--- config.mk ---
export PLATFORM = sky130hd
export DESIGN_NAME = prog_seq
export DESIGN_NICKNAME = d
export VERILOG_FILES = /design/src/rtl/pcseq_pkg.sv /design/src/rtl/pcseq_rst_sync.sv /design/src/rtl/pcseq_stack.sv /design/src/rtl/pcseq_next.sv /design/src/rtl/prog_seq.sv
export SDC_FILE = /design/constraint.sdc
export NUM_CORES = 1
export LEC_CHECK = 0
export BUFFER_PORTS_ARGS = -buffer_cell sky130_fd_sc_hd__buf_2
export CAP_MARGIN = 20
export CELL_PAD_IN_SITES_DETAIL_PLACEMENT = 1
export CELL_PAD_IN_SITES_GLOBAL_PLACEMENT = 2
export CORE_UTILIZATION = 40
export CTS_CLUSTER_DIAMETER = 200
export DETAILED_ROUTE_END_ITERATION = 8
export GPL_TIMING_DRIVEN = 0
export PLACE_DENSITY_LB_ADDON = 0.05
export SLEW_MARGIN = 15
export SYNTH_ARGS = -nofsm -noshare
export SYNTH_HDL_FRONTEND = slang
export SYNTH_SLANG_ARGS = --single-unit
--- constraint.sdc ---
create_clock -name clk -period 0.8 [get_ports clk]
set_input_delay 0.08 -clock clk [delete_from_list [all_inputs] [get_ports clk]]
set_output_delay 0.08 -clock clk [all_outputs]
set_load 0.03 [all_outputs]
--- src/rtl/pcseq_pkg.sv ---
package pcseq_pkg;
  typedef enum logic [2:0] {
    OP_ADV  = 3'd0,
    OP_JMP  = 3'd1,
    OP_CALL = 3'd2,
    OP_RET  = 3'd3,
    OP_RETI = 3'd4,
    OP_INTR = 3'd5
  } seq_op_e;
endpackage

--- src/rtl/pcseq_rst_sync.sv ---
module pcseq_rst_sync (
  input  logic clk,
  input  logic rst_n,
  output logic rst_core_n
);
  logic [1:0] sync_q;

  always_ff @(posedge clk or negedge rst_n) begin
    if (!rst_n) sync_q <= 2'b00;
    else        sync_q <= {sync_q[0], 1'b1};
  end

  assign rst_core_n = sync_q[1];
endmodule

--- src/rtl/pcseq_stack.sv ---
module pcseq_stack #(
  parameter int WIDTH = 12,
  parameter int DEPTH = 8
) (
  input  logic             clk,
  input  logic             rst_n,
  input  logic             push_i,
  input  logic             pop_i,
  input  logic [WIDTH-1:0] push_data_i,
  output logic [WIDTH-1:0] top_o
);
  localparam int PTR_W = (DEPTH > 1) ? $clog2(DEPTH) : 1;

  logic [PTR_W-1:0]            sp_q, sp_d;
  logic [PTR_W-1:0]            top_idx;
  logic [DEPTH-1:0]            wr_en;
  logic [DEPTH-1:0][WIDTH-1:0] slots;

  // ring pointer: points at the next free slot
  always_comb begin
    sp_d = sp_q;
    if (push_i)     sp_d = sp_q + PTR_W'(1);
    else if (pop_i) sp_d = sp_q - PTR_W'(1);
  end

  always_ff @(posedge clk or negedge rst_n) begin
    if (!rst_n) sp_q <= '0;
    else        sp_q <= sp_d;
  end

  assign top_idx = sp_q - PTR_W'(1);

  for (genvar g = 0; g < DEPTH; g++) begin : g_slot
    logic [WIDTH-1:0] ent_q;
    assign wr_en[g] = push_i && (sp_q == PTR_W'(g));
    always_ff @(posedge clk) begin
      if (wr_en[g]) ent_q <= push_data_i;
    end
    assign slots[g] = ent_q;
  end

  assign top_o = slots[top_idx];
endmodule

--- src/rtl/pcseq_next.sv ---
module pcseq_next
  import pcseq_pkg::*;
#(
  parameter int              ADDR_W = 12,
  parameter int              PAGE_W = 2,
  parameter logic [ADDR_W-1:0] INT_VEC = 12'h008
) (
  input  logic [2:0]               op_i,
  input  logic [ADDR_W-PAGE_W-1:0] off_i,
  input  logic [PAGE_W-1:0]        page_i,
  input  logic [ADDR_W-1:0]        pc_i,
  input  logic [ADDR_W-1:0]        stack_top_i,
  output logic [ADDR_W-1:0]        pc_next_o,
  output logic [ADDR_W-1:0]        link_o,
  output logic                     push_o,
  output logic                     pop_o,
  output logic                     reti_o
);
  seq_op_e             op;
  logic [ADDR_W-1:0]   paged_tgt;

  assign op        = seq_op_e'(op_i);
  assign link_o    = pc_i + ADDR_W'(1);
  assign paged_tgt = {page_i, off_i};

  always_comb begin
    pc_next_o = link_o;
    push_o    = 1'b0;
    pop_o     = 1'b0;
    reti_o    = 1'b0;
    case (op)
      OP_JMP:  pc_next_o = paged_tgt;
      OP_CALL: begin
        pc_next_o = paged_tgt;
        push_o    = 1'b1;
      end
      OP_RET: begin
        pc_next_o = stack_top_i;
        pop_o     = 1'b1;
      end
      OP_RETI: begin
        pc_next_o = stack_top_i;
        pop_o     = 1'b1;
        reti_o    = 1'b1;
      end
      OP_INTR: begin
        pc_next_o = INT_VEC;
        push_o    = 1'b1;
      end
      default: pc_next_o = link_o;
    endcase
  end
endmodule

--- src/rtl/prog_seq.sv ---
module prog_seq #(
  parameter int                ADDR_W      = 12,
  parameter int                PAGE_W      = 2,
  parameter int                STACK_DEPTH = 8,
  parameter logic [ADDR_W-1:0] INT_VEC     = 12'h008
) (
  input  logic                     clk,
  input  logic                     rst_n,
  input  logic [2:0]               op_i,
  input  logic [ADDR_W-PAGE_W-1:0] tgt_off_i,
  input  logic [PAGE_W-1:0]        page_sel_i,
  output logic [ADDR_W-1:0]        fetch_addr_o,
  output logic                     reti_pulse_o
);
  logic              core_rst_n;
  logic [ADDR_W-1:0] pc_q, pc_d;
  logic [ADDR_W-1:0] link, stack_top;
  logic              push, pop, reti_d, reti_q;

  pcseq_rst_sync u_rst (
    .clk       (clk),
    .rst_n     (rst_n),
    .rst_core_n(core_rst_n)
  );

  pcseq_next #(
    .ADDR_W (ADDR_W),
    .PAGE_W (PAGE_W),
    .INT_VEC(INT_VEC)
  ) u_next (
    .op_i       (op_i),
    .off_i      (tgt_off_i),
    .page_i     (page_sel_i),
    .pc_i       (pc_q),
    .stack_top_i(stack_top),
    .pc_next_o  (pc_d),
    .link_o     (link),
    .push_o     (push),
    .pop_o      (pop),
    .reti_o     (reti_d)
  );

  pcseq_stack #(
    .WIDTH(ADDR_W),
    .DEPTH(STACK_DEPTH)
  ) u_stack (
    .clk        (clk),
    .rst_n      (core_rst_n),
    .push_i     (push),
    .pop_i      (pop),
    .push_data_i(link),
    .top_o      (stack_top)
  );

  always_ff @(posedge clk or negedge core_rst_n) begin
    if (!core_rst_n) begin
      pc_q   <= '0;
      reti_q <= 1'b0;
    end else begin
      pc_q   <= pc_d;
      reti_q <= reti_d;
    end
  end

  assign fetch_addr_o = pc_q;
  assign reti_pulse_o = reti_q;
endmodule

==> flow_summary.json, run 1 <==
{
  "fin_worst_skew_ns": 0.008651,
  "avgViaCountPerCell": 5.609,
  "count_of_routing_violations_after_the_opening_detailed_route_iteration": 212,
  "total_leakage_power_nw": 2.843,
  "synth_enable_flop_cells": 96,
  "clock_insertion_delay_worst_skew_ns": 0.41,
  "timing.critical_path.arrival_ns": 2.64,
  "initial_core_util": 0.4141,
  "combPwrFrac": 0.565,
  "num_antenna_cells": 0,
  "pwr_density_cell_nw_per_um2": 4470,
  "dp_hpwl_mm": 9.194,
  "critPathKind": "register to register",
  "fin_nets": 515,
  "multi_input_comb_area_um2": 2539,
  "gp_routability_congestion": 0.7973,
  "power.clock.fraction": 0.199,
  "status": "finished, violations left",
  "maxSlewViolCount": 0,
  "wl_per_cell_um": 25.15,
  "max_clock_freq_ghz": 0.4326,
  "drt_pass1_iterations": 4,
  "final_global_route_overflow_total": 0,
  "crit_chain": "buf_6 > clkbuf_16 > inv_8 > ha_4 > buf_12 > xnor2_4 > buf_4 > mux2_4 > nor4_4 > a221oi_2 > a31oi_1",
  "worst_slew_margin_rel": 0.5546,
  "grt_max_degree": 17,
  "clock_tree.root_cell": "sky130_fd_sc_hd__clkbuf_16",
  "final.fill_count": 1140,
  "final_layout_size_suffix_gt1_frac": 0.5189,
  "cts.sinks": 114,
  "power_switching_share": 0.3619,
  "number_of_buffers_created_by_cts": 17,
  "tightest_slew_ns": 0.6681,
  "die-area_um2": 13690,
  "finalHoldViolCount": 1,
  "min_from": "op_i[1]",
  "netlist_area_um2": 5290,
  "ctsHoldBuffers": 2,
  "seq_total_area_yosys": 0.6301,
  "placement.io_buffers": 27,
  "startpoint_type": "register",
  "gr-usage-all-layers": 0.2571,
  "delay_of_the_slowest_critical_path_stage_ns": 0.39,
  "sequential_share_of_power": 0.236,
  "yosys_warnings": 0,
  "cp_data_required_time_ns": 1.13,
  "p_switching_mw": 12.85,
  "placement_rows": 41,
  "power.ir.vdd_worst_mv": 1.729,
  "ys_seq_elements": 114,
  "dominantRegCellSynth": "sky130_fd_sc_hd__edfxtp_1",
  "unrepaired_setup_endpoints_after_global_routing": "yes",
  "final_core_util": 0.6217,
  "ios": 30,
  "violations": "negative hold slack, negative setup slack",
  "finalWirelength_mm": 16.97,
  "detailedPlace.worstSlack_ns": -1.758,
  "cts_buffer_depth": 2,
  "drv.max_cap_violation_count": 0,
  "critPathLaunch": "u_stack.sp_q[0]$_DFFE_PN0P_",
  "syn_avg_cell_area_um2": 14.38,
  "report.power.total_mw": 35.50,
  "clk_pin_slew_ns": 0.06,
  "p_int_mw": 22.65,
  "horiz_die_dim_um": 117,
  "postLayoutSetupSlackWorst_ns": -1.511,
  "fin_worst_hold_slack_ns": -0.1496,
  "antenna_left": 0,
  "synth_cell_types": 49,
  "crit_fanout": 4,
  "die_h_um": 117,
  "cts_tree": "yes",
  "layout.area.seq_um2": 3346,
  "holdCritPathClass": "input port to register",
  "final.period_utilization": 2.889,
  "crit_path_end_kind": "register",
  "slowest_stage": "sky130_fd_sc_hd__dfrtp_1",
  "route.detailed.drc": 0,
  "async_s_r_ff_share_synth": 0.1579,
  "timing.final.crit_period_ns": 2.311,
  "core_um2": 12770,
  "synth_nets": 393,
  "antenna_found_initial": 0,
  "via_count_of_the_first_global_routing_pass": 3900,
  "crit-reg2reg-launch": "u_stack.sp_q[0]$_DFFE_PN0P_",
  "grt_pass1_wl_mm": 24.29,
  "vias": 3786,
  "clock_h_tree_levels": 4,
  "area_delta_synth_final_pct": 50.12,
  "syn_inst": 368,
  "finalSetupViolCount": 220
}
## logic make-up after synthesis
logic type	synth area share
and+or+nand+nor	0.08278
DFF	0.6301
xor gates and xnor gates	0.02602
buffers and inverters	0.03122
muxes	0.1320
adders and majority gates	0.01892
other	0.0007089
AOI/OAI and AO/OA	0.07829
## cells in the final DEF (no fill, tap or decap), types with 10 or more instances in the layout
cell type | synthesis | layout
sky130_fd_sc_hd__edfxtp_1 | 96 | 96
sky130_fd_sc_hd__buf_6 | 3 | 45
sky130_fd_sc_hd__buf_4 | 1 | 24
sky130_fd_sc_hd__nand2_1 | 29 | 23
sky130_fd_sc_hd__mux4_2 | 22 | 22
sky130_fd_sc_hd__clkbuf_16 | 0 | 19
sky130_fd_sc_hd__a21oi_1 | 21 | 18
sky130_fd_sc_hd__buf_2 | 6 | 16
sky130_fd_sc_hd__o21ai_0 | 17 | 15
sky130_fd_sc_hd__and3_4 | 0 | 12
sky130_fd_sc_hd__buf_12 | 0 | 11
sky130_fd_sc_hd__nor2_1 | 15 | 11
sky130_fd_sc_hd__dfrtp_2 | 0 | 10
## power groups by stage
stage / sequential, mW / combinational, mW / clock [mW]
2_1_floorplan: 8.83 / 7.48 / 0
3_3_place_gp: 8.54 / 10.6 / 0
3_5_place_dp: 8.56 / 10.9 / 0
4_1_cts: 8.38 / 18.0 / 7.11
5_1_grt: 8.46 / 21.1 / 7.36
6_report: 8.38 / 20.1 / 7.05
## worst paths after layout
path,to,slack (ns),cells past startpoint
max,fetch_addr_o[11]$_DFF_PN0_,-1.51,11
min,reti_pulse_o$_DFF_PN0_,-0.15,2
max reg2reg,fetch_addr_o[11]$_DFF_PN0_,-1.51,11
min reg2reg,fetch_addr_o[6]$_DFF_PN0_,0.21,0
max in group asynchronous,u_rst.sync_q[1]$_DFF_PN0_,0.16,3
min in group asynchronous,fetch_addr_o[6]$_DFF_PN0_,0.21,0
## critical path, delay by kind of cell (launching register included)
kind | cells | cell delay [ns]
compound gates | 2 | 0.28
fa+ha+maj | 1 | 0.16
buf+inv | 5 | 0.59
simple gates | 1 | 0.39
mux | 1 | 0.30
flops | 1 | 0.39
xor+xnor | 1 | 0.12
## layer usage
| layer | GRT usage | vias to the layer above | routed length [um] |
|---|---|---|---|
| met5 | 0 | - | 0 |
| met4 | 0.08439 | 0 | 376 |
| met3 | 0.05201 | 26 | 970 |
| met2 | 0.4300 | 114 | 8485 |
| met1 | 0.3367 | 1964 | 7141 |
| li1 | - | 1682 | - |
## synth_stat cells (2+ instances only)
master / n / area (um^2)
sky130_fd_sc_hd__buf_6: 3 / 33.78
sky130_fd_sc_hd__xor2_1: 8 / 70.07
sky130_fd_sc_hd__mux4_2: 22 / 495.5
sky130_fd_sc_hd__nand2b_1: 3 / 18.77
sky130_fd_sc_hd__a21oi_1: 21 / 105.1
sky130_fd_sc_hd__a31oi_1: 6 / 37.54
sky130_fd_sc_hd__buf_2: 6 / 30.03
sky130_fd_sc_hd__mux2_4: 2 / 30.03
sky130_fd_sc_hd__dfrtp_1: 18 / 450.4
sky130_fd_sc_hd__edfxtp_1: 96 / 2883
sky130_fd_sc_hd__nand3b_1: 2 / 15.01
sky130_fd_sc_hd__and2_1: 3 / 18.77
sky130_fd_sc_hd__a211oi_1: 4 / 30.03
sky130_fd_sc_hd__ha_1: 8 / 100.1
sky130_fd_sc_hd__nand3_1: 8 / 40.04
sky130_fd_sc_hd__o21ai_0: 17 / 85.08
sky130_fd_sc_hd__nor3_1: 13 / 65.06
sky130_fd_sc_hd__nand2_1: 29 / 108.9
sky130_fd_sc_hd__mux2_2: 2 / 22.52
sky130_fd_sc_hd__a221oi_1: 2 / 17.52
sky130_fd_sc_hd__inv_1: 10 / 37.54
sky130_fd_sc_hd__a32oi_1: 3 / 26.28
sky130_fd_sc_hd__nor2_1: 15 / 56.30
sky130_fd_sc_hd__clkbuf_1: 12 / 45.04
sky130_fd_sc_hd__and3_1: 7 / 43.79
sky130_fd_sc_hd__xnor2_1: 4 / 35.03
sky130_fd_sc_hd__nor3b_1: 4 / 30.03
sky130_fd_sc_hd__mux2i_1: 15 / 150.1
sky130_fd_sc_hd__o211ai_1: 4 / 30.03
sky130_fd_sc_hd__buf_1: 2 / 7.510
## timing repair
| action | 4_1_cts | 5_1_grt |
|---|---|---|
| endpoints found under the setup margin | 236 | 220 |
| pin swaps | 31 | 27 |
| resized for setup | 139 | 49 |
| hold endpoints to repair | 3 | 1 |
| cloned | 8 | 3 |
| setup buffers | 42 | 29 |
## sequential cells by signal, indices dropped and copies added, names as in the netlist
signal                cells
fetch_addr_o             12
reti_pulse_o              1
u_rst.sync_q              2
u_stack.g_slot.ent_q     96
u_stack.sp_q              3
## area by class of cell
cell class	count	area share
Buffer	24	0.03025
Sequential cell	114	0.4213
Timing Repair Buffer	95	0.1257
Multi-Input combinational cell	227	0.3197
Clock inverter	14	0.01449
Tap cell	172	0.02710
Clock buffer	18	0.05404
Inverter	11	0.007405
## metrics by stage
step / cells / hold slack [ns] / area (um^2) / setup TNS, ns
after global routing: 675 / -0.1458 / 7941 / -154.09
final: 675 / -0.1496 / 7941 / -144.88
after CTS: 651 / -0.1580 / 7572 / -137.07
after global placement: 567 / -0.1348 / 5913 / -188.58
after detailed placement: 567 / -0.1340 / 5913 / -194.42
after floorplan: 368 / -0.2156 / 5563 / -131.67
Note: power is estimated with default switching activity, not from simulation.
==> run 2: changes to the inputs <==
--- a/config.mk
+++ b/config.mk
@@ -9,6 +9,7 @@
 export CAP_MARGIN = 20
 export CELL_PAD_IN_SITES_DETAIL_PLACEMENT = 1
 export CELL_PAD_IN_SITES_GLOBAL_PLACEMENT = 2
+export CORE_MARGIN = 4
 export CORE_UTILIZATION = 40
 export CTS_CLUSTER_DIAMETER = 200
 export DETAILED_ROUTE_END_ITERATION = 8
@@ -17,4 +18,5 @@
 export SLEW_MARGIN = 15
 export SYNTH_ARGS = -nofsm -noshare
 export SYNTH_HDL_FRONTEND = slang
+export SYNTH_HIERARCHICAL = 1
 export SYNTH_SLANG_ARGS = --single-unit
==> constraint.sdc (replaced) <==
create_clock -name clk -period 2.2 [get_ports clk]
set_input_delay 0.22 -clock clk [delete_from_list [all_inputs] [get_ports clk]]
set_output_delay 0.22 -clock clk [all_outputs]
set_load 0.03 [all_outputs]
==> run 2 against run 1 <==
  * The flow finishes with violations (negative setup slack)
  * Hold slack better by 0.27 ns
  * Worst setup slack improved by 0.89 ns
  * Global-route usage fell by 2.2 points
  * Via count decreased by 0.66%
  * Cell count decreased by 2.7%
  * Flip-flop and latch count unchanged
  * Maximum frequency shrank 18%
  * Non-clock buffer count decreased by 37
  * Critical endpoint is now fetch_addr_o[5]$_DFF_PN0_
  * Final area is 6.7% lower
  * Clock-buffer cell count rose by 7
==> flow_summary.json, run 2 <==
{
  "status": "finished, violations left",
  "violations": "negative setup slack",
  "syn_avg_cell_area_um2": 13.30,
  "grt_pass1_wl_mm": 25.43,
  "horiz_die_dim_um": 123.3,
  "cts_tree": "yes",
  "num_antenna_cells": 0,
  "syn_inst": 400,
  "postLayoutSetupSlackWorst_ns": -0.6220,
  "fin_worst_hold_slack_ns": 0.1227,
  "placement_rows": 41,
  "timing.final.crit_period_ns": 2.822,
  "grt_max_degree": 17,
  "die-area_um2": 15210,
  "ios": 30,
  "unrepaired_setup_endpoints_after_global_routing": "yes",
  "drt_pass1_iterations": 4,
  "timing.critical_path.arrival_ns": 3.11,
  "cts_buffer_depth": 2,
  "gr-usage-all-layers": 0.2350,
  "area_delta_synth_final_pct": 39.33,
  "max_clock_freq_ghz": 0.3544,
  "vias": 3761,
  "crit_path_end_kind": "register",
  "final_global_route_overflow_total": 0,
  "core_um2": 12820,
  "drv.max_cap_violation_count": 0,
  "die_h_um": 123.3,
  "cp_data_required_time_ns": 2.49,
  "tightest_slew_ns": 0.8838,
  "synth_cell_types": 47,
  "regMostFlops": "u_stack/g_slot.ent_q",
  "count_of_routing_violations_after_the_opening_detailed_route_iteration": 219,
  "gp_routability_congestion": 0.8222,
  "via_count_of_the_first_global_routing_pass": 4109,
  "clock_h_tree_levels": 4,
  "placement.io_buffers": 28,
  "seq_total_area_yosys": 0.6267,
  "wl_per_cell_um": 25.33,
  "synth_common_cells": "96 x sky130_fd_sc_hd__edfxtp_1, 29 x sky130_fd_sc_hd__and3_1, 28 x sky130_fd_sc_hd__mux2i_1",
  "ys_seq_elements": 114,
  "layout_commonest_cell": "sky130_fd_sc_hd__edfxtp_1",
  "antenna_left": 0,
  "worstRegToRegCells": 14,
  "finalWirelength_mm": 16.64,
  "worst_slew_margin_rel": 0.4066,
  "maxSlewViolCount": 0,
  "synth_most_common_cell": "sky130_fd_sc_hd__edfxtp_1",
  "final.period_utilization": 1.283,
  "final_layout_size_suffix_gt1_frac": 0.3773,
  "finish.cell_count_without_fillers": 657,
  "clock_insertion_delay_worst_skew_ns": 0.41,
  "async_s_r_ff_share_synth": 0.1579,
  "yosys-top-cells-area": "sky130_fd_sc_hd__edfxtp_1 54%, sky130_fd_sc_hd__dfrtp_1 8.5%, sky130_fd_sc_hd__mux2i_1 5.3%",
  "numPlacedInstances": 600,
  "yosys_warnings": 6,
  "netlist_area_um2": 5319,
  "cts.sinks": 114,
  "finalHoldViolCount": 0,
  "crit_fanout": 10,
  "holdCritPathClass": "input port to async pin",
  "initial_core_util": 0.4147,
  "number_of_buffers_created_by_cts": 17,
  "synth.top_cell.area_share": 0.5420,
  "fin_worst_skew_ns": 0.006665,
  "largest_register_ff_count": 96,
  "post-synth-top-area-cell": "sky130_fd_sc_hd__edfxtp_1",
  "fin_nets": 497,
  "avgViaCountPerCell": 5.725,
  "dp_hpwl_mm": 10.42,
  "antenna_found_initial": 0,
  "final.fill_count": 1229,
  "synth_nets": 425,
  "synth_enable_flop_cells": 96,
  "critPathKind": "register to register",
  "dominantRegCellSynth": "sky130_fd_sc_hd__edfxtp_1",
  "mostFrequentLayoutCells": "96 x sky130_fd_sc_hd__edfxtp_1, 38 x sky130_fd_sc_hd__buf_2, 28 x sky130_fd_sc_hd__mux2i_1",
  "clock_tree.root_cell": "sky130_fd_sc_hd__clkbuf_16",
  "startpoint_type": "register",
  "clk_pin_slew_ns": 0.06,
  "finalSetupViolCount": 12,
  "route.detailed.drc": 0
}
-- run 2: area by class of cell --
cell class | instances | area [um^2] | area share
clock inverter | 7 | 92.59 | 0.01249
tap | 172 | 215.2 | 0.02904
buffer | 29 | 285.3 | 0.03849
clock buffer | 25 | 538.0 | 0.07260
multi-input combinational | 244 | 2544 | 0.3432
sequential | 114 | 3333 | 0.4498
timing repair buffer | 53 | 341.6 | 0.04609
inverter | 13 | 61.31 | 0.008273
-- run 2: worst max-delay path, cell delays in order (launching register included) --
cell and delay [ns]:
sky130_fd_sc_hd__dfrtp_1 0.40, sky130_fd_sc_hd__buf_6 0.13, sky130_fd_sc_hd__clkbuf_16 0.13, sky130_fd_sc_hd__clkbuf_16 0.13, sky130_fd_sc_hd__clkinv_8 0.05, sky130_fd_sc_hd__ha_4 0.19
sky130_fd_sc_hd__xor2_4 0.19, sky130_fd_sc_hd__buf_12 0.20, sky130_fd_sc_hd__buf_4 0.14, sky130_fd_sc_hd__a2111oi_4 0.23, sky130_fd_sc_hd__nor4_2 0.10, sky130_fd_sc_hd__and3_1 0.18
sky130_fd_sc_hd__a211o_1 0.25, sky130_fd_sc_hd__a22o_1 0.21, sky130_fd_sc_hd__a22o_1 0.17
-- run 2: repair_timing --
action / 4_1_cts / 5_1_grt
setup endpoints to repair: 108 / 74
pin swaps: 10 / 8
hold buffers: 1 / 0
endpoints found under the hold margin: 2 / 0
setup buffers: 13 / 11
resized for setup: 60 / 33
-- run 2: cell families (layout without fill, tap and decap cells) --
| family | count (synthesis) | in the layout | synth area share |
|---|---|---|---|
| muxes | 35 | 35 | 0.06751 |
| xor gates and xnor gates | 15 | 15 | 0.02470 |
| buffers and inverters | 42 | 127 | 0.03435 |
| and+or+nand+nor | 108 | 108 | 0.1164 |
| DFF | 114 | 114 | 0.6267 |
| other | 1 | 1 | 0.0007050 |
| adders and majority gates | 8 | 8 | 0.01882 |
| AOI/OAI and AO/OA | 77 | 77 | 0.1108 |
-- run 2: path summary, 6_finish.rpt --
| path | slack [ns] | to | start |
|---|---|---|---|
| max | -0.62 | fetch_addr_o[5]$_DFF_PN0_ | u_stack/sp_q[0]$_DFFE_PN0P_ |
| max in group asynchronous | 1.41 | fetch_addr_o[1]$_DFF_PN0_ | u_rst/sync_q[1]$_DFF_PN0_ |
| max reg2reg | -0.62 | fetch_addr_o[5]$_DFF_PN0_ | u_stack/sp_q[0]$_DFFE_PN0P_ |
| min in group clk | 0.19 | fetch_addr_o[5]$_DFF_PN0_ | tgt_off_i[5] |
| min reg2reg | 0.31 | u_stack/sp_q[0]$_DFFE_PN0P_ | u_rst/sync_q[1]$_DFF_PN0_ |
| min | 0.12 | u_rst/sync_q[0]$_DFF_PN0_ | rst_n |
-- run 2: metal layers --
metal  GRT usage  vias up  part of all wire
li1            -     1688                 -
met1      0.3016     1969              0.43
met2      0.4094       89              0.52
met3     0.04254       15             0.037
met4     0.06436        0             0.013
met5           0        -                 0
-- run 2: stage by stage --
step | TNS [ns] | util | cell area [um^2] | worst slack (ns)
6_report | -6.112 | 0.5779 | 7411 | -0.6220
5_1_grt | -7.364 | 0.5779 | 7411 | -0.6965
4_1_cts | -5.710 | 0.5571 | 7144 | -0.5794
3_5_place_dp | -94.76 | 0.4797 | 6152 | -1.104
3_3_place_gp | -87.44 | 0.4797 | 6152 | -1.024
2_1_floorplan | -3.081 | - | 5797 | -0.3762
Power of run 2 is not shown: default switching activity piles up to over one toggle a cycle in this logic, so the estimate is an artifact.
